### src/rtl/skewCalPkg.sv
package skewCalPkg;
  localparam int LANES    = 8;
  localparam int DATA_W   = 8;
  localparam int TRIM_W   = 6;
  localparam int LANE_W   = $clog2(LANES);
  localparam int TRIM_MID = 1 << (TRIM_W - 1);
  localparam int TRIM_TOP = (1 << TRIM_W) - 1;

  typedef struct packed {
    logic              refCapture;
    logic              pairAccum;
    logic              accClear;
    logic              trimInc;
    logic              trimDec;
    logic              trimCenter;
    logic [LANE_W-1:0] lane;
  } servoStrobe_t;

  typedef enum logic [1:0] {
    ST_IDLE,
    ST_SEEK_REF,
    ST_SEEK_PAIR,
    ST_EVAL
  } servoState_t;
endpackage

### src/rtl/skewCalDatapath.sv
module skewCalDatapath
  import skewCalPkg::*;
#(
  parameter int TOL_W = 12,
  parameter int PAIRS = 16
) (
  input  logic                     clk,
  input  logic                     rstN,
  input  servoStrobe_t             strobe,
  input  logic [DATA_W-1:0]        sampleData,
  input  logic [TOL_W-1:0]         tolerance,
  output logic [LANES*TRIM_W-1:0]  trimCodes,
  output logic                     inTol,
  output logic                     accPos
);
  localparam int ACC_W = DATA_W + 1 + $clog2(PAIRS);
  localparam int CMP_W = ACC_W + TOL_W;
  localparam logic [TRIM_W-1:0] MID = TRIM_W'(TRIM_MID);
  localparam logic [TRIM_W-1:0] TOP = TRIM_W'(TRIM_TOP);

  logic [DATA_W-1:0]        refQ;
  logic signed [ACC_W-1:0]  accQ;
  logic signed [DATA_W:0]   pairDiff;
  logic signed [ACC_W-1:0]  pairDiffExt;
  logic [ACC_W-1:0]         accMag;

  assign pairDiff    = $signed({1'b0, sampleData}) - $signed({1'b0, refQ});
  assign pairDiffExt = {{(ACC_W-DATA_W-1){pairDiff[DATA_W]}}, pairDiff};
  assign accMag      = accQ[ACC_W-1] ? ACC_W'(-accQ) : ACC_W'(accQ);
  assign inTol       = ({{TOL_W{1'b0}}, accMag} <= {{ACC_W{1'b0}}, tolerance});
  assign accPos      = !accQ[ACC_W-1] && (accQ != '0);

  always_ff @(posedge clk) begin
    if (!rstN) begin
      refQ <= '0;
      accQ <= '0;
    end else begin
      if (strobe.refCapture) refQ <= sampleData;
      if (strobe.accClear)       accQ <= '0;
      else if (strobe.pairAccum) accQ <= accQ + pairDiffExt;
    end
  end

  for (genvar g = 0; g < LANES; g++) begin : gTrim
    if (g == 0) begin : gRef
      assign trimCodes[TRIM_W-1:0] = MID;
    end else begin : gAdj
      logic [TRIM_W-1:0] trimQ;
      logic              hit;
      assign hit = (strobe.lane == LANE_W'(g));
      always_ff @(posedge clk) begin
        if (!rstN || strobe.trimCenter) begin
          trimQ <= MID;
        end else if (hit && strobe.trimInc && trimQ != TOP) begin
          trimQ <= trimQ + TRIM_W'(1);
        end else if (hit && strobe.trimDec && trimQ != '0) begin
          trimQ <= trimQ - TRIM_W'(1);
        end
      end
      assign trimCodes[g*TRIM_W +: TRIM_W] = trimQ;
    end
  end
endmodule

### src/rtl/skewCalControl.sv
module skewCalControl
  import skewCalPkg::*;
#(
  parameter int PAIRS    = 16,
  parameter int LOCK_RUN = 4,
  parameter int MAX_ITER = 256
) (
  input  logic              clk,
  input  logic              rstN,
  input  logic              start,
  input  logic              sampleValid,
  input  logic [LANE_W-1:0] sampleLane,
  input  logic              inTol,
  input  logic              accPos,
  output servoStrobe_t      strobe,
  output logic              busy,
  output logic              done,
  output logic [LANES-1:0]  lockMask,
  output logic [LANES-1:0]  timeoutMask
);
  localparam int TONE_PERIOD = LANES + 1;
  localparam int GAP_W  = $clog2(TONE_PERIOD * LANES);
  localparam int PAIR_W = $clog2(PAIRS);
  localparam int ITER_W = $clog2(MAX_ITER);
  localparam int RUN_W  = $clog2(LOCK_RUN);
  localparam logic [PAIR_W-1:0] LAST_PAIR = PAIR_W'(PAIRS - 1);
  localparam logic [ITER_W-1:0] LAST_ITER = ITER_W'(MAX_ITER - 1);
  localparam logic [RUN_W-1:0]  LAST_RUN  = RUN_W'(LOCK_RUN - 1);
  localparam logic [LANE_W-1:0] LAST_LANE = LANE_W'(LANES - 1);

  servoState_t       stateQ;
  logic [LANE_W-1:0] laneQ;
  logic [GAP_W-1:0]  gapQ;
  logic [GAP_W-1:0]  gapNext;
  logic [GAP_W-1:0]  targetGap;
  logic [PAIR_W-1:0] pairQ;
  logic [ITER_W-1:0] iterQ;
  logic [RUN_W-1:0]  runQ;
  logic              doneQ;
  logic              pairHere;
  logic              laneLocks;
  logic              laneExpires;

  assign gapNext     = gapQ + GAP_W'(1);
  assign targetGap   = GAP_W'(TONE_PERIOD * int'(laneQ));
  assign pairHere    = sampleValid && (gapNext == targetGap);
  assign laneLocks   = inTol && (runQ == LAST_RUN);
  assign laneExpires = !laneLocks && (iterQ == LAST_ITER);

  always_comb begin
    strobe      = '0;
    strobe.lane = laneQ;
    case (stateQ)
      ST_IDLE: begin
        if (start) begin
          strobe.trimCenter = 1'b1;
          strobe.accClear   = 1'b1;
        end
      end
      ST_SEEK_REF: begin
        if (sampleValid && sampleLane == '0) strobe.refCapture = 1'b1;
      end
      ST_SEEK_PAIR: begin
        if (pairHere && sampleLane == laneQ) strobe.pairAccum = 1'b1;
      end
      ST_EVAL: begin
        strobe.accClear = 1'b1;
        if (!inTol) begin
          strobe.trimDec = accPos;
          strobe.trimInc = !accPos;
        end
      end
      default: ;
    endcase
  end

  always_ff @(posedge clk) begin
    if (!rstN) begin
      stateQ      <= ST_IDLE;
      laneQ       <= LANE_W'(1);
      gapQ        <= '0;
      pairQ       <= '0;
      iterQ       <= '0;
      runQ        <= '0;
      doneQ       <= 1'b0;
      lockMask    <= '0;
      timeoutMask <= '0;
    end else begin
      doneQ <= 1'b0;
      case (stateQ)
        ST_IDLE: begin
          if (start) begin
            stateQ      <= ST_SEEK_REF;
            laneQ       <= LANE_W'(1);
            pairQ       <= '0;
            iterQ       <= '0;
            runQ        <= '0;
            lockMask    <= '0;
            timeoutMask <= '0;
          end
        end
        ST_SEEK_REF: begin
          if (sampleValid && sampleLane == '0) begin
            gapQ   <= '0;
            stateQ <= ST_SEEK_PAIR;
          end
        end
        ST_SEEK_PAIR: begin
          if (pairHere) begin
            stateQ <= ST_SEEK_REF;
            if (sampleLane == laneQ) begin
              if (pairQ == LAST_PAIR) begin
                pairQ  <= '0;
                stateQ <= ST_EVAL;
              end else begin
                pairQ <= pairQ + PAIR_W'(1);
              end
            end
          end else if (sampleValid) begin
            gapQ <= gapNext;
          end
        end
        ST_EVAL: begin
          if (laneLocks || laneExpires) begin
            if (laneLocks) lockMask[laneQ]    <= 1'b1;
            else           timeoutMask[laneQ] <= 1'b1;
            iterQ <= '0;
            runQ  <= '0;
            if (laneQ == LAST_LANE) begin
              stateQ <= ST_IDLE;
              doneQ  <= 1'b1;
            end else begin
              laneQ  <= laneQ + LANE_W'(1);
              stateQ <= ST_SEEK_REF;
            end
          end else begin
            iterQ  <= iterQ + ITER_W'(1);
            runQ   <= inTol ? runQ + RUN_W'(1) : '0;
            stateQ <= ST_SEEK_REF;
          end
        end
        default: stateQ <= ST_IDLE;
      endcase
    end
  end

  assign busy = (stateQ != ST_IDLE);
  assign done = doneQ;
endmodule

### src/rtl/skewCalTop.sv
module skewCalTop
  import skewCalPkg::*;
#(
  parameter int TOL_W    = 12,
  parameter int PAIRS    = 16,
  parameter int LOCK_RUN = 4,
  parameter int MAX_ITER = 256
) (
  input  logic                    clk,
  input  logic                    rstN,
  input  logic                    start,
  input  logic [TOL_W-1:0]        tolerance,
  input  logic                    sampleValid,
  input  logic [LANE_W-1:0]       sampleLane,
  input  logic [DATA_W-1:0]       sampleData,
  output logic [LANES*TRIM_W-1:0] trimCodes,
  output logic [LANES-1:0]        lockMask,
  output logic [LANES-1:0]        timeoutMask,
  output logic                    busy,
  output logic                    done
);
  servoStrobe_t strobe;
  logic         inTol;
  logic         accPos;

  skewCalControl #(
    .PAIRS(PAIRS), .LOCK_RUN(LOCK_RUN), .MAX_ITER(MAX_ITER)
  ) uCtrl (
    .clk(clk), .rstN(rstN), .start(start),
    .sampleValid(sampleValid), .sampleLane(sampleLane),
    .inTol(inTol), .accPos(accPos), .strobe(strobe),
    .busy(busy), .done(done),
    .lockMask(lockMask), .timeoutMask(timeoutMask)
  );

  skewCalDatapath #(
    .TOL_W(TOL_W), .PAIRS(PAIRS)
  ) uPath (
    .clk(clk), .rstN(rstN), .strobe(strobe),
    .sampleData(sampleData), .tolerance(tolerance),
    .trimCodes(trimCodes), .inTol(inTol), .accPos(accPos)
  );
endmodule

### config.mk
export PLATFORM = sky130hd
export DESIGN_NAME = skewCalTop
export DESIGN_NICKNAME = d
export VERILOG_FILES = /design/src/rtl/skewCalPkg.sv /design/src/rtl/skewCalDatapath.sv /design/src/rtl/skewCalControl.sv /design/src/rtl/skewCalTop.sv
export SDC_FILE = /design/constraint.sdc
export NUM_CORES = 1
export LEC_CHECK = 0
export BUFFER_PORTS_ARGS = -buffer_cell sky130_fd_sc_hd__buf_2
export CORE_MARGIN = 5
export CORE_UTILIZATION = 45
export DETAILED_ROUTE_END_ITERATION = 7
export GPL_TIMING_DRIVEN = 1
export SETUP_SLACK_MARGIN = 0.15
export SLEW_MARGIN = 5
export SYNTH_ARGS = -nofsm -noshare
export SYNTH_HDL_FRONTEND = slang
export SYNTH_SLANG_ARGS = --single-unit
### constraint.sdc
create_clock -name clk -period 8.2 [get_ports clk]
set_input_delay 0 -clock clk [delete_from_list [all_inputs] [get_ports clk]]
set_output_delay 0 -clock clk [all_outputs]
set_load 0.01 [all_outputs]
**Word level (Yosys, flattened, before mapping)**

Cells that the tools add are included.

- $add $sub $neg: 22
- $mul: 1
- Divide/modulo/power cells: 0
- Magnitude comparators: 3
- Eq/ne operators: 32
- Shift-type cells: 0
- Muxes and demuxes: 61
- Bitwise operators: 3
- Reductions and logical operators: 71

Operators by type and width:

| kind | count |
|---|---|
| $mux W6 | 14 |
| $mux W8 | 6 |
| $pmux W8 S2 | 3 |
| $add A6 B1 Y6 const B | 7 |
| $ne A6 B6 Y1 const B | 7 |
| $reduce_bool A6 Y1 | 7 |
| $sub A6 B1 Y6 const B | 7 |
| $logic_and A1 B1 Y1 | 35 |
| $reduce_bool A2 Y1 | 11 |
| $mux W7 | 3 |
| $mux W2 | 10 |
| $reduce_and A4 Y1 | 5 |
| $mux W4 | 4 |
| $or A8 B8 Y8 | 2 |
| $pmux W7 S2 | 1 |
| $add A13 B9 Y13 | 1 |
| $le A13 B12 Y1 | 1 |
| $mux W13 | 1 |
| $neg A13 Y13 | 1 |
| $reduce_bool A13 Y1 | 1 |
| $eq A3 B3 Y1 const B | 4 |
| $mux W1 | 10 |
| $ne A2 B1 Y1 const B | 5 |
| $ne A2 B2 Y1 const B | 5 |
| other kinds (32) | 42 |

- Register bits after elaboration: 106
- Latch bits: 0
- RAM bits: 0
- ROM bits: 0
- Input bits: 27
- Word-level logic and storage cells: 211
- Memories: 0

**Depth between registers and ports, before layout**

Gate-level depths: netlist of the first run.

- Depth after elaboration: 9
- Depth in mapped cells: 22
- Gate-level depth less buffers: 21

**By module**

Synthesis of the first run repeated with hierarchy kept, for this count alone.

- Cell total of the unflattened synthesis: 869
- Area total of the unflattened synthesis: 7,495.9 sq um

Modules (own cells, without submodules):

| module | times used | cells each | area each (sq um) | seq. area each (sq um) |
|---|---|---|---|---|
| skewCalDatapath | 1 | 590 | 5,190.0 | 1,261.2 |
| skewCalControl | 1 | 279 | 2,306.0 | 860.8 |

**Worst setup path after synthesis of the first run**

OpenSTA, ideal clock, no wires.

- Kind: reg-to-reg
- Start point: register uPath.accQ[1]
- End point: register uPath.gTrim[7].gAdj.trimQ[5]
- Library setup time: 0.127 ns
- Data arrival time: 4.370 ns
- Path slack: 3.703 ns
- Stages on the path, launching flop included: 23
- Path buffers: 1
- Period minus slack after synthesis: 4.497 ns
- Path through: dfxtp_1 inv_1 ha_1 nor2b_1 nand2_2 o41ai_1 xnor2_1 ha_1 a21o_1 a21o_1 mux2_2 o31ai_4 buf_2 a21oi_1 nand2_1 ha_1 a21oi_1 a21boi_0 o21ai_0 nand2b_1 or2_2 a211oi_1 nor3_1

- Word-level cells in the longest chain between the ends: 8
- Elaborated cells between the ends (all ways): 14
- Those cells by class: add/sub: 1; order compare: 1; mux: 4; reduce/logical: 8

RTL lines:

| what | line | RTL |
|---|---|---|
| start, declared | skewCalDatapath.sv:22 | `logic signed [ACC_W-1:0] accQ;` |
| start signal, assigned | skewCalDatapath.sv:40 | `else if (strobe.pairAccum) accQ <= accQ + pairDiffExt;` |
| $neg A13 Y13 or $reduce_bool A13 Y1 (tied branches) | skewCalDatapath.sv:29, skewCalDatapath.sv:31 |  |
| $mux W13 or $logic_and A1 B1 Y1 (tied branches) | skewCalDatapath.sv:29, skewCalDatapath.sv:31 |  |
| $le A13 B12 Y1 or $logic_not A1 Y1 (tied branches) | skewCalDatapath.sv:30, skewCalControl.sv:70 |  |
| $mux W2 (*) | skewCalControl.sv:68 | `if (!inTol) begin` |
| $mux W2 (*) | skewCalControl.sv:53 | `case (stateQ)` |
| $logic_and A1 B1 Y1 (on tied branches) (2 in a row) | skewCalDatapath.sv:54, skewCalDatapath.sv:56 |  |
| $mux W6 or $reduce_bool A2 Y1 (tied branches) | -- |  |
| end signal, assigned | skewCalDatapath.sv:55 | `trimQ <= trimQ + TRIM_W'(1);` |
| end signal, assigned | skewCalDatapath.sv:57 | `trimQ <= trimQ - TRIM_W'(1);` |
| end, declared | skewCalDatapath.sv:48 | `logic [TRIM_W-1:0] trimQ;` |

Mark *: on every way between the ends. The rest lies on a longest branch, timed or not.
A chain may end at the register's enable or synchronous reset.

**Worst setup path after layout of the first run**

Ends and elaborated chain as after synthesis.

==> impl_metrics.sql, run 1 <==
INSERT INTO impl_metrics (metric_group, metric, value, unit) VALUES
('outcome', 'outcome', 'finished clean', ''),
('routing', 'routed-via-count', '6704', ''),
('min_path', 'min_path_type', 'input port to flop', ''),
('synthesis', 'post-synth-top-count-cell', 'sky130_fd_sc_hd__nor2_1', ''),
('global_routing', 'grt_first_pass_wirelength', '30300', 'um'),
('synthesis', 'synth_top_area_share', '27.8', '%'),
('power_and_ir_drop', 'power', '1260', 'uW'),
('global_routing', 'grt_remaining_overflow', '0', ''),
('final_layout', 'final_core_utilization', '51.7', '%'),
('global_routing', 'antenna_found_initial', '0', ''),
('cts', 'clock-sinks', '106', ''),
('synthesis', 'synth_commonest_cells', 'sky130_fd_sc_hd__nor2_1, sky130_fd_sc_hd__dfxtp_1, sky130_fd_sc_hd__a21oi_1', ''),
('sta', 'finalWorstPathRequiredPeriod', '5.16', 'ns'),
('final_layout', 'area_delta_synth_final', '12.7', '%'),
('floorplan', 'io-pin-count', '93', ''),
('place', 'io_buffer_count', '86', ''),
('synthesis', 'synth-seq-cells', '106', ''),
('synthesis', 'post_synth.cell_area_avg', '8.24', 'um2'),
('sta', 'clock.fmax', '194', 'MHz'),
('synthesis', 'synth.cell_area', '7630', 'um2'),
('routing', 'dr.pass1.iters', '7', ''),
('floorplan', 'initial_core_util', '45.9', '%'),
('cts', 'clk_transition_reported_paths', '0.07', 'ns'),
('synthesis', 'yosys.area.top_type', 'sky130_fd_sc_hd__dfxtp_1', ''),
('synthesis', 'synth_sequential_area_ratio', '27.8', '%'),
('cts', 'numCtsBuffers', '9', ''),
('job', 'maxCapViolations', '0', ''),
('sta', 'grt_setup_unrepaired', 'false', ''),
('floorplan', 'floorplan.rows', '47', ''),
('place', 'globalplace.congestion', '0.830', ''),
('critical_path', 'crit_arrival', '5.41', 'ns'),
('sta', 'report.final.slew_viol_count', '0', ''),
('synthesis', 'yosys_warnings', '0', ''),
('sta', 'period_share', '63.0', '%'),
('critical_path', 'critical_path.max_fanout', '16', ''),
('final_layout', 'fraction_of_layout_instances_using_a_drive_strength_above_1', '13.2', '%'),
('cts', 'postCtsResizedCells', '0', ''),
('floorplan', 'die_y', '140', 'um'),
('power_and_ir_drop', 'fraction_of_power_consumed_by_the_clock_network', '35.7', '%'),
('sta', 'worst_slew_pin_slew', '1.12', 'ns'),
('routing', 'wl_per_cell', '14.6', 'um'),
('power_and_ir_drop', 'psw', '386', 'uW'),
('place', 'hpwl', '13800', 'um'),
('critical_path', 'timing.critical_path.to_type', 'flop', ''),
('routing', 'drc_viols', '0', ''),
('cts', 'tritoncts_clock_tree', 'done', ''),
('critical_path', 'timing.critical_path.from_type', 'flop', ''),
('cts', 'worstSkewPairLatency', '0.36', 'ns'),
('power_and_ir_drop', 'ir_drop', '0.0000930', 'V'),
('sta', 'setup_viol', '0', ''),
('power_and_ir_drop', 'power_frac_seq', '42.7', '%'),
('sta', 'max_slew_margin', '25.5', '%'),
('synthesis', 'synth.area.top_cells', 'sky130_fd_sc_hd__dfxtp_1, sky130_fd_sc_hd__ha_1, sky130_fd_sc_hd__xnor2_1', ''),
('floorplan', 'dieArea', '19700', 'um2'),
('critical_path', 'timing.critical_path.required', '8.44', 'ns'),
('routing', 'ant_nets', '0', ''),
('sta', 'finClkSkew', '0.00734', 'ns'),
('synthesis', 'synth_top_flop_cell', 'sky130_fd_sc_hd__dfxtp_1', ''),
('final_layout', 'nets', '1119', ''),
('routing', 'drt_iter0_drc', '271', ''),
('synthesis', 'synthCells', '927', ''),
('power_and_ir_drop', 'power_switching_share', '30.6', '%'),
('cts', 'ctsHtreeMaxLevel', '3', ''),
('cts', 'cts_buffer_depth', '2', ''),
('routing', 'routed_wl', '18000', 'um'),
('power_and_ir_drop', 'power.combinational.fraction', '21.6', '%'),
('power_and_ir_drop', 'power.leakage', '0.00370', 'uW'),
('global_routing', 'first_global_vias', '6220', ''),
('global_routing', 'globalRouteTotalUtil', '18.3', '%'),
('power_and_ir_drop', 'cell_internal_power_dissipation', '875', 'uW'),
('critical_path', 'worstSetupPathType', 'flop to flop', ''),
('synthesis', 'synth_enable_flop_cells', '0', ''),
('routing', 'vias_per_cell', '5.44', ''),
('global_routing', 'grt_max_degree', '37', ''),
('synthesis', 'synth_cell_type_count', '75', ''),
('cts', 'root_buffer', 'sky130_fd_sc_hd__clkbuf_16', ''),
('synthesis', 'synth_async_sr_flop_share', '0', '%'),
('floorplan', 'fp.coreArea', '16600', 'um2'),
('power_and_ir_drop', 'power_density', '147', 'nW/um2'),
('sta', 'totalNegativeSetupSlack', '0', 'ns'),
('final_layout', 'antenna-diode-count', '0', ''),
('floorplan', 'fp.dieW', '140', 'um'),
('sta', 'hold_violations', '0', '');
==> timing repair <==
action | in CTS | in global routing
endpoints found under the setup margin | 0 | 0
endpoints found under the hold margin | 8 | 0
setup buffers | 0 | 0
hold buffers | 8 | 0
==> flip-flops by register name (all words and copies together), names as in the netlist <==
name	flops
uCtrl.pairQ	4
uCtrl.laneQ	3
uCtrl.stateQ	2
uPath.gTrim.gAdj.trimQ	42
uCtrl.lockMask	8
uPath.refQ	8
uCtrl.gapQ	7
uCtrl.timeoutMask	8
uCtrl.iterQ	8
uCtrl.done	1
uPath.accQ	13
uCtrl.runQ	2
==> metrics by stage <==
stage | instance area (um2) | hold WS (ns) | std cells | setup slack [ns]
finish | 8600 | 0.0607 | 1232 | 3.04
global route | 8600 | 0.0555 | 1232 | 2.57
CTS | 8600 | 0.0469 | 1232 | 3.02
detailed placement | 8220 | 0.262 | 1208 | 3.02
global placement | 8220 | 0.257 | 1208 | 3.17
floorplan | 7650 | 0.144 | 931 | 3.70
==> cells in the final DEF (no fill, tap or decap), types with 4 or more instances in the layout <==
| cell type | instances |
|---|---|
| sky130_fd_sc_hd__nor2_1 | 109 |
| sky130_fd_sc_hd__dfxtp_1 | 106 |
| sky130_fd_sc_hd__buf_2 | 86 |
| sky130_fd_sc_hd__a21oi_1 | 82 |
| sky130_fd_sc_hd__ha_1 | 76 |
| sky130_fd_sc_hd__nand2_1 | 64 |
| sky130_fd_sc_hd__inv_1 | 49 |
| sky130_fd_sc_hd__xnor2_1 | 47 |
| sky130_fd_sc_hd__o21ai_0 | 46 |
| sky130_fd_sc_hd__mux2i_1 | 40 |
| sky130_fd_sc_hd__nand3_1 | 34 |
| sky130_fd_sc_hd__nor3_1 | 20 |
| sky130_fd_sc_hd__a21o_1 | 19 |
| sky130_fd_sc_hd__xor2_1 | 15 |
| sky130_fd_sc_hd__or3_1 | 12 |
| sky130_fd_sc_hd__nand4_1 | 11 |
| sky130_fd_sc_hd__o41ai_1 | 10 |
| sky130_fd_sc_hd__or2_2 | 9 |
| sky130_fd_sc_hd__fa_1 | 9 |
| sky130_fd_sc_hd__clkbuf_16 | 9 |
| sky130_fd_sc_hd__and3_1 | 8 |
| sky130_fd_sc_hd__a211oi_1 | 8 |
| sky130_fd_sc_hd__dlygate4sd3_1 | 8 |
| sky130_fd_sc_hd__nor4_1 | 7 |
| sky130_fd_sc_hd__nor2b_1 | 6 |
| sky130_fd_sc_hd__or4_1 | 6 |
| sky130_fd_sc_hd__o31ai_1 | 6 |
| sky130_fd_sc_hd__and2_1 | 6 |
| sky130_fd_sc_hd__a41oi_1 | 6 |
| sky130_fd_sc_hd__conb_1 | 6 |
| sky130_fd_sc_hd__nand2b_1 | 5 |
| sky130_fd_sc_hd__and4_1 | 5 |
| sky130_fd_sc_hd__o21bai_1 | 5 |
| sky130_fd_sc_hd__buf_4 | 5 |
| sky130_fd_sc_hd__o21a_1 | 4 |
==> critical path, stage by stage (launching register included) <==
cell and delay (ns):
sky130_fd_sc_hd__dfxtp_1 0.37, sky130_fd_sc_hd__inv_1 0.13, sky130_fd_sc_hd__ha_1 0.22, sky130_fd_sc_hd__nor2b_1 0.29, sky130_fd_sc_hd__nand2_2 0.11, sky130_fd_sc_hd__o41ai_1 0.32, sky130_fd_sc_hd__xnor2_1 0.17, sky130_fd_sc_hd__ha_1 0.26
sky130_fd_sc_hd__a21o_1 0.16, sky130_fd_sc_hd__a21o_1 0.22, sky130_fd_sc_hd__o31ai_4 0.78, sky130_fd_sc_hd__a21oi_1 0.28, sky130_fd_sc_hd__nand2_1 0.26, sky130_fd_sc_hd__ha_1 0.29, sky130_fd_sc_hd__a21oi_1 0.19, sky130_fd_sc_hd__a21boi_0 0.12
sky130_fd_sc_hd__o21ai_0 0.19, sky130_fd_sc_hd__nand2b_1 0.09, sky130_fd_sc_hd__or2_2 0.30, sky130_fd_sc_hd__a211oi_1 0.23, sky130_fd_sc_hd__nor3_1 0.07
==> layout make-up <==
| cell class | count | area (um2) |
|---|---|---|
| Tap cell | 220 | 275 |
| Inverter | 51 | 191 |
| Multi-Input combinational cell | 740 | 5160 |
| Timing Repair Buffer | 99 | 548 |
| Sequential cell | 106 | 2120 |
| Fill cell | 1632 | 8040 |
| Clock buffer | 11 | 253 |
| Clock inverter | 5 | 52.6 |
==> per-layer routing <==
metal  wire length (um)  GRT usage, %  up-vias
li1                   -             -     3466
met1               8570          24.6     3116
met2               8510          30.7      109
met3                764          3.65       13
met4                170          3.77        0
met5                  0             0        -
==> kinds of logic (layout without fill, tap and decap cells) <==
family | after synthesis | in the layout | synth area share, %
adders and majority gates | 85 | 85 | 14.8
buffers and inverters | 85 | 166 | 4.79
DFF | 106 | 106 | 27.8
other | 2 | 6 | 0.0984
and+or+nand+nor | 315 | 315 | 19.9
muxes | 41 | 41 | 5.39
xor gates and xnor gates | 62 | 62 | 7.11
AOI/OAI and AO/OA | 231 | 231 | 20.1
==> final timing paths <==
kind | depth (start not counted) | endpoint | slack (ns) | startpoint
min | 2 | uCtrl.pairQ[2] | 0.06 | rstN
min reg2reg | 2 | uCtrl.timeoutMask[2] | 0.45 | uCtrl.timeoutMask[2]
max | 20 | uPath.gTrim[7].gAdj.trimQ[5] | 3.04 | uPath.accQ[1]
max reg2reg | 20 | uPath.gTrim[7].gAdj.trimQ[5] | 3.04 | uPath.accQ[1]
==> power groups by stage <==
stage          clock network [uW]  registers [uW]  logic (uW)
4_1_cts                       465             538         273
3_3_place_gp                    0             550         268
3_5_place_dp                    0             550         268
5_1_grt                       487             541         303
6_report                      450             539         272
2_1_floorplan                   0             549         202
Power figures use the tool's default switching activity.
==> inputs of run 2 (changes only) <==
clock period = 5.3 ns   (was 8.2 ns; I/O delays follow)
==> run 2 against run 1 <==
  * Critical path depth increased by 2
  * Register-to-register slack got worse by 2.5 ns
  * Highest routed layer unchanged
  * Sequential power rose by 55%
  * Largest cell class unchanged
  * Worst setup slack got worse by 2.5 ns
==> impl_metrics.sql, run 2 (same netlist as run 1, synthesis figures left out) <==
INSERT INTO impl_metrics (metric_group, metric, value, unit) VALUES
('critical_path', 'crit_arrival', '5.02', 'ns'),
('routing', 'ant_nets', '0', ''),
('cts', 'root_buffer', 'sky130_fd_sc_hd__clkbuf_16', ''),
('final_layout', 'reg.largest.list', 'uPath.gTrim.gAdj.trimQ x42, uPath.accQ x13', ''),
('cts', 'clock-sinks', '106', ''),
('cts', 'cts_post_setup_buffers_inserted', '0', ''),
('power_and_ir_drop', 'power_density', '227', 'nW/um2'),
('final_layout', 'fraction_of_layout_instances_using_a_drive_strength_above_1', '13.6', '%'),
('sta', 'worst_slack', '0.578', 'ns'),
('routing', 'vias_per_cell', '5.45', ''),
('sta', 'worst_slew_pin_slew', '1.12', 'ns'),
('global_routing', 'antenna_found_initial', '0', ''),
('floorplan', 'initial_core_util', '45.9', '%'),
('critical_path', 'critical_path.max_fanout', '6', ''),
('routing', 'drt_iter0_drc', '334', ''),
('sta', 'max_slew_margin', '25.0', '%'),
('power_and_ir_drop', 'ir_drop', '0.000142', 'V'),
('sta', 'finalWorstPathRequiredPeriod', '4.72', 'ns'),
('critical_path', 'cp_top_family', 'compound AO/OA/AOI/OAI gates', ''),
('critical_path', 'maximum_cell_stage_delay_along_the_critical_path', '0.46', 'ns'),
('place', 'io_buffer_count', '86', ''),
('sta', 'clock.fmax', '212', 'MHz'),
('routing', 'routed_wl', '18200', 'um'),
('min_path', 'min_path_type', 'input port to flop', ''),
('global_routing', 'grt_first_pass_wirelength', '30500', 'um'),
('place', 'placedInstanceArea', '8230', 'um2'),
('final_layout', 'area_delta_synth_final', '12.8', '%'),
('final_layout', 'stdcell_area', '8610', 'um2'),
('final_layout', 'highest_count_cells_in_the_layout_ignoring_fill_and_taps', 'sky130_fd_sc_hd__nor2_1, sky130_fd_sc_hd__dfxtp_1, sky130_fd_sc_hd__buf_2, sky130_fd_sc_hd__a21oi_1, sky130_fd_sc_hd__ha_1', ''),
('cts', 'cts_buffer_depth', '2', ''),
('place', 'globalplace.congestion', '0.846', ''),
('critical_path', 'timing.critical_path.required', '5.59', 'ns'),
('sta', 'setup_viol', '0', ''),
('critical_path', 'critPathSlowestCell', 'sky130_fd_sc_hd__or3_1', ''),
('sta', 'period_share', '89.1', '%'),
('critical_path', 'crit_path_cell_trace', 'inv_1 > ha_1 > nor2b_2 > nand2_2 > o41ai_1 > xnor2_1 > ha_1 > a21o_1 > a21o_1 > mux2_2 > o31a_1 > o21ai_0 > buf_4 > or3_1 > ha_1 > a21o_1 > a21oi_1 > o21bai_1 > a21oi_1 > mux2i_1 > or3_1 > nand3_1', ''),
('final_layout', 'largest_register_ffs', '42', ''),
('routing', 'routed-via-count', '6721', ''),
('outcome', 'outcome', 'finished clean', ''),
('sta', 'finClkSkew', '0.00615', 'ns'),
('final_layout', 'final_common_cell', 'sky130_fd_sc_hd__nor2_1', ''),
('sta', 'totalNegativeSetupSlack', '0', 'ns'),
('floorplan', 'fp.dieW', '140', 'um'),
('sta', 'hold_violations', '0', ''),
('final_layout', 'antenna-diode-count', '0', ''),
('global_routing', 'grt_max_degree', '37', ''),
('cts', 'tritoncts_clock_tree', 'done', ''),
('sta', 'report.final.slew_viol_count', '0', ''),
('floorplan', 'io-pin-count', '93', ''),
('place', 'dp_worst_setup_slack', '0.513', 'ns'),
('critical_path', 'worstSetupPathType', 'flop to flop', ''),
('routing', 'drc_viols', '0', ''),
('cts', 'ctsHtreeMaxLevel', '3', ''),
('cts', 'clk_transition_reported_paths', '0.07', 'ns'),
('final_layout', 'registers.top_by_ff_count', 'uPath.gTrim.gAdj.trimQ', ''),
('power_and_ir_drop', 'power.leakage', '0.00370', 'uW'),
('global_routing', 'globalRouteTotalUtil', '18.4', '%'),
('floorplan', 'die_y', '140', 'um'),
('critical_path', 'timing.critical_path.from_type', 'flop', ''),
('sta', 'grt_setup_unrepaired', 'false', ''),
('final_layout', 'nets', '1120', ''),
('job', 'maxCapViolations', '0', ''),
('floorplan', 'dieArea', '19700', 'um2'),
('floorplan', 'fp.coreArea', '16600', 'um2'),
('cts', 'numCtsBuffers', '9', ''),
('floorplan', 'floorplan.rows', '47', ''),
('routing', 'dr.pass1.iters', '5', ''),
('critical_path', 'timing.critical_path.to_type', 'flop', ''),
('global_routing', 'grt_remaining_overflow', '0', ''),
('cts', 'worstSkewPairLatency', '0.35', 'ns'),
('place', 'hpwl', '13600', 'um'),
('global_routing', 'first_global_vias', '6172', ''),
('routing', 'wl_per_cell', '14.8', 'um'),
('critical_path', 'buf_inv_on_cp', '2', '');
==> run 2: metrics by stage <==
stage | hold WS [ns] | cells | power (uW) | utilization, %
finish | 0.0149 | 1233 | 1950 | 51.8
global route | 0.0539 | 1233 | 2060 | 51.8
CTS | 0.0110 | 1233 | 1980 | 51.7
detailed placement | 0.262 | 1210 | 1270 | 49.5
global placement | 0.256 | 1210 | 1270 | 49.5
floorplan | 0.144 | 931 | 1160 | -
==> run 2: per-layer routing <==
layer | track usage [%] | routed length (um) | vias up | part of all wire, %
li1 | - | - | 3481 | -
met1 | 25.6 | 8930 | 3099 | 49
met2 | 29.9 | 8340 | 126 | 46
met3 | 2.42 | 752 | 15 | 4.1
met4 | 5.15 | 217 | 0 | 1.2
met5 | 0 | 0 | - | 0
==> run 2: worst paths after layout <==
check	from	endpoint	slack, ns	depth (start not counted)
worst min register to register	uCtrl.timeoutMask[5]	uCtrl.timeoutMask[5]	0.45	2
worst max register to register	uPath.accQ[1]	uPath.gTrim[5].gAdj.trimQ[5]	0.58	22
worst min-delay path	sampleData[0]	uPath.refQ[0]	0.01	5
worst max-delay path	uPath.accQ[1]	uPath.gTrim[5].gAdj.trimQ[5]	0.58	22
==> run 2: final cells by class <==
| cell class | count | area (um2) |
|---|---|---|
| clock inverters | 7 | 77.6 |
| flip-flops and latches | 106 | 2120 |
| repair buffers | 100 | 553 |
| clock buffers | 9 | 225 |
| fillers | 1623 | 8030 |
| inverters | 51 | 191 |
| well taps | 220 | 275 |
| multi-input cells | 740 | 5170 |
==> run 2: repair_timing <==
item,4_1_cts,5_1_grt
gates resized for setup,0,2
endpoints found under the setup margin,0,3
hold buffers,7,0
endpoints found under the hold margin,7,0
==> run 2: worst register-to-register path, cell delays in order (launching register included) <==
cell and delay, ns:
sky130_fd_sc_hd__dfxtp_1 0.37, sky130_fd_sc_hd__inv_1 0.13, sky130_fd_sc_hd__ha_1 0.21, sky130_fd_sc_hd__nor2b_2 0.22, sky130_fd_sc_hd__nand2_2 0.09, sky130_fd_sc_hd__o41ai_1 0.31
sky130_fd_sc_hd__xnor2_1 0.12, sky130_fd_sc_hd__ha_1 0.31, sky130_fd_sc_hd__a21o_1 0.11, sky130_fd_sc_hd__a21o_1 0.18, sky130_fd_sc_hd__mux2_2 0.22, sky130_fd_sc_hd__o31a_1 0.18
sky130_fd_sc_hd__o21ai_0 0.10, sky130_fd_sc_hd__buf_4 0.20, sky130_fd_sc_hd__or3_1 0.47, sky130_fd_sc_hd__ha_1 0.30, sky130_fd_sc_hd__a21o_1 0.17, sky130_fd_sc_hd__a21oi_1 0.21
sky130_fd_sc_hd__o21bai_1 0.08, sky130_fd_sc_hd__a21oi_1 0.17, sky130_fd_sc_hd__mux2i_1 0.11, sky130_fd_sc_hd__or3_1 0.32, sky130_fd_sc_hd__nand3_1 0.09
==> run 2: report_power, final <==
part	internal, uW	switching [uW]	total (uW)
combinational	149	272	420
sequential	814	18.8	833
clock	371	329	701
==> inputs of run 3 (changes only) <==
RECOVER_POWER = 50   (was not set)
SYNTH_HIERARCHICAL = 1   (was not set)
==> run 3 against run 2 <==
  * Combinational power decreased by 5%
  * Wire length decreased by 7.0%
  * Sequential share of layout area increased by 0.64 points
  * Worst setup slack got worse by 0.085 ns
  * Cell count decreased by 4.5%
  * First-iteration DRC count decreased by 29%
  * Area after synthesis decreased by 1.8%
  * Worst hold slack improved by 0.12 ns
  * Utilization decreased by 0.76 points
  * Critical path depth decreased by 1
  * Flip-flop and latch count unchanged
  * Global-route usage decreased by 0.97 points
  * Critical path type unchanged
  * Largest power group unchanged
  * Highest routed layer unchanged
==> impl_metrics.sql, run 3 <==
INSERT INTO impl_metrics (metric_group, metric, value, unit) VALUES
('routing', 'vias_per_cell', '5.36', ''),
('synthesis', 'synth_commonest_cells', 'sky130_fd_sc_hd__dfxtp_1, sky130_fd_sc_hd__nor2_1, sky130_fd_sc_hd__ha_1', ''),
('routing', 'routed_wl', '17000', 'um'),
('global_routing', 'grt_first_pass_wirelength', '28900', 'um'),
('final_layout', 'final_common_cell', 'sky130_fd_sc_hd__dfxtp_1', ''),
('sta', 'grt_setup_unrepaired', 'false', ''),
('critical_path', 'timing.critical_path.from_type', 'flop', ''),
('cts', 'cts_buffer_depth', '2', ''),
('power_and_ir_drop', 'power', '1890', 'uW'),
('routing', 'ant_nets', '0', ''),
('final_layout', 'multi_input_comb_area', '5100', 'um2'),
('sta', 'worst_slew_pin_slew', '1.27', 'ns'),
('sta', 'finalWorstPathRequiredPeriod', '4.81', 'ns'),
('cts', 'clk_transition_reported_paths', '0.07', 'ns'),
('power_and_ir_drop', 'power.leakage', '0.00325', 'uW'),
('synthesis', 'synthCells', '869', ''),
('outcome', 'outcome', 'finished clean', ''),
('routing', 'drt_iter0_drc', '236', ''),
('synthesis', 'post_synth.cell_area_avg', '8.63', 'um2'),
('power_and_ir_drop', 'ir_drop', '0.000167', 'V'),
('final_layout', 'largest_register_ffs', '42', ''),
('place', 'hpwl', '12600', 'um'),
('synthesis', 'synth_sequential_area_ratio', '28.3', '%'),
('floorplan', 'dieArea', '19300', 'um2'),
('synthesis', 'yosys_warnings', '6', ''),
('place', 'io_buffer_count', '86', ''),
('global_routing', 'antenna_found_initial', '0', ''),
('synthesis', 'synth_top_area_share', '28.3', '%'),
('cts', 'ctsHtreeMaxLevel', '3', ''),
('critical_path', 'crit_arrival', '5.10', 'ns'),
('final_layout', 'reg.largest.list', 'uPath/gTrim.gAdj.trimQ x42, uPath/accQ x13', ''),
('sta', 'finClkSkew', '0.00631', 'ns'),
('global_routing', 'first_global_vias', '6033', ''),
('cts', 'cts_post_setup_buffers_inserted', '0', ''),
('floorplan', 'fp.coreArea', '16500', 'um2'),
('sta', 'report.final.slew_viol_count', '0', ''),
('synthesis', 'synth_top_flop_cell', 'sky130_fd_sc_hd__dfxtp_1', ''),
('cts', 'tritoncts_clock_tree', 'done', ''),
('critical_path', 'worstSetupPathType', 'flop to flop', ''),
('synthesis', 'synth_async_sr_flop_share', '0', '%'),
('min_path', 'min_path_type', 'input port to flop', ''),
('synthesis', 'synth_cell_type_count', '81', ''),
('sta', 'totalNegativeSetupSlack', '0', 'ns'),
('synthesis', 'synth_enable_flop_cells', '0', ''),
('final_layout', 'fraction_of_layout_instances_using_a_drive_strength_above_1', '8.87', '%'),
('synthesis', 'post-synth-top-count-cell', 'sky130_fd_sc_hd__dfxtp_1', ''),
('final_layout', 'nets', '1060', ''),
('cts', 'numCtsBuffers', '9', ''),
('final_layout', 'fill_cell_instance_count_of_the_final_layout', '1661', ''),
('sta', 'period_share', '90.7', '%'),
('cts', 'worstSkewPairLatency', '0.35', 'ns'),
('synthesis', 'synth-seq-cells', '106', ''),
('routing', 'wl_per_cell', '14.4', 'um'),
('global_routing', 'grt_remaining_overflow', '0', ''),
('sta', 'setup_viol', '0', ''),
('power_and_ir_drop', 'power_density', '225', 'nW/um2'),
('floorplan', 'floorplan.rows', '47', ''),
('global_routing', 'globalRouteTotalUtil', '17.4', '%'),
('cts', 'root_buffer', 'sky130_fd_sc_hd__clkbuf_16', ''),
('critical_path', 'timing.critical_path.required', '5.59', 'ns'),
('floorplan', 'io-pin-count', '93', ''),
('synthesis', 'synth.cell_area', '7500', 'um2'),
('critical_path', 'critical_path.max_fanout', '7', ''),
('final_layout', 'registers.top_by_ff_count', 'uPath/gTrim.gAdj.trimQ', ''),
('floorplan', 'fp.dieW', '139', 'um'),
('sta', 'clock.fmax', '208', 'MHz'),
('place', 'dp_worst_setup_slack', '0.427', 'ns'),
('global_routing', 'grt_max_degree', '36', ''),
('synthesis', 'synth.area.top_cells', 'sky130_fd_sc_hd__dfxtp_1, sky130_fd_sc_hd__ha_1, sky130_fd_sc_hd__xnor2_1', ''),
('floorplan', 'die_y', '139', 'um'),
('sta', 'max_slew_margin', '14.2', '%'),
('job', 'maxCapViolations', '0', ''),
('sta', 'final.hold.worst_slack', '0.139', 'ns'),
('sta', 'hold_violations', '0', ''),
('final_layout', 'highest_count_cells_in_the_layout_ignoring_fill_and_taps', 'sky130_fd_sc_hd__dfxtp_1, sky130_fd_sc_hd__nor2_1, sky130_fd_sc_hd__ha_1, sky130_fd_sc_hd__a21oi_1, sky130_fd_sc_hd__clkbuf_1', ''),
('routing', 'drc_viols', '0', ''),
('cts', 'clock-sinks', '106', ''),
('synthesis', 'yosys.area.top_type', 'sky130_fd_sc_hd__dfxtp_1', ''),
('routing', 'routed-via-count', '6310', ''),
('final_layout', 'area_delta_synth_final', '12.0', '%'),
('sta', 'worst_slack', '0.493', 'ns'),
('floorplan', 'initial_core_util', '45.5', '%'),
('final_layout', 'antenna-diode-count', '0', ''),
('routing', 'dr.pass1.iters', '4', ''),
('place', 'globalplace.congestion', '0.832', ''),
('final_layout', 'ff_latch_area', '2120', 'um2'),
('critical_path', 'timing.critical_path.to_type', 'flop', '');
[run 3: final timing paths]
check | slack, ns | to | from | cells past startpoint
hold reg to reg | 0.46 | uCtrl/runQ[1] | uCtrl/runQ[1] | 2
setup / recovery | 0.49 | uPath/gTrim[2].gAdj.trimQ[5] | uPath/accQ[6] | 21
hold / removal | 0.14 | uCtrl/gapQ[5] | sampleValid | 4
setup reg to reg | 0.49 | uPath/gTrim[2].gAdj.trimQ[5] | uPath/accQ[6] | 21
[run 3: repair_timing]
| item | 4_1_cts | 5_1_grt |
|---|---|---|
| endpoints found under the setup margin | 0 | 5 |
| gates resized for setup | 0 | 4 |
| hold buffers | 8 | 0 |
| hold endpoints to repair | 8 | 0 |
[run 3: where the power goes]
group / leakage, uW / total (uW) / switching, uW / internal, uW
registers: 0.000855 / 831 / 18.3 / 813
clock network: 0.000130 / 657 / 311 / 346
logic: 0.00227 / 401 / 268 / 134
[run 3: per-stage QoR]
step | cell area, um2 | cells | util [%]
after global routing | 8400 | 1178 | 51.0
after detailed placement | 8110 | 1154 | 49.2
after CTS | 8480 | 1178 | 51.5
final | 8400 | 1178 | 51.0
after floorplan | 7510 | 873 | -
after global placement | 8110 | 1154 | 49.2
[run 3: per-layer routing]
metal  GRT usage, %  share of wire (%)  wire, um
met1           23.3                 49      8310
met2           29.5                 47      8000
met3           3.48                3.2       537
met4           3.14               0.72       123
met5              0                  0         0
[run 3: logic make-up (layout without fill, tap and decap cells)]
logic type / count (synthesis) / in the layout / synth area share, %
AND/OR/NAND/NOR: 297 / 297 / 20.6
AO/OA/AOI/OAI: 216 / 216 / 20.3
flip-flops: 106 / 106 / 28.3
adder cells (fa/ha/maj): 80 / 80 / 14.3
buffers and inverters: 67 / 152 / 3.84
XOR/XNOR: 61 / 61 / 7.13
multiplexers: 40 / 40 / 5.42
other: 2 / 6 / 0.100
[run 3: critical path, stage by stage, from the launching register on]
cell	delay, ns
sky130_fd_sc_hd__dfxtp_1	0.38
sky130_fd_sc_hd__or4_1	0.55
sky130_fd_sc_hd__or2_1	0.25
sky130_fd_sc_hd__o21ai_1	0.15
sky130_fd_sc_hd__xnor2_1	0.13
sky130_fd_sc_hd__ha_1	0.26
sky130_fd_sc_hd__nand3_1	0.10
sky130_fd_sc_hd__nor2_1	0.06
sky130_fd_sc_hd__nand4_1	0.11
sky130_fd_sc_hd__o211ai_1	0.09
sky130_fd_sc_hd__and3_2	0.28
sky130_fd_sc_hd__nor3_2	0.21
sky130_fd_sc_hd__buf_4	0.20
sky130_fd_sc_hd__o21ai_1	0.13
sky130_fd_sc_hd__or2_2	0.36
sky130_fd_sc_hd__ha_1	0.28
sky130_fd_sc_hd__a21o_1	0.17
sky130_fd_sc_hd__a21oi_1	0.21
sky130_fd_sc_hd__o21ai_0	0.13
sky130_fd_sc_hd__mux2_2	0.29
sky130_fd_sc_hd__or3_1	0.31
sky130_fd_sc_hd__nand3_1	0.08
[run 3: cell type report]
cell class	count	share of cell area, %
sequential	106	25.3
timing repair buffer	98	5.50
clock buffer	11	3.01
inverter	38	1.70
tap	220	3.28
clock inverter	5	0.462
multi-input combinational	700	60.8
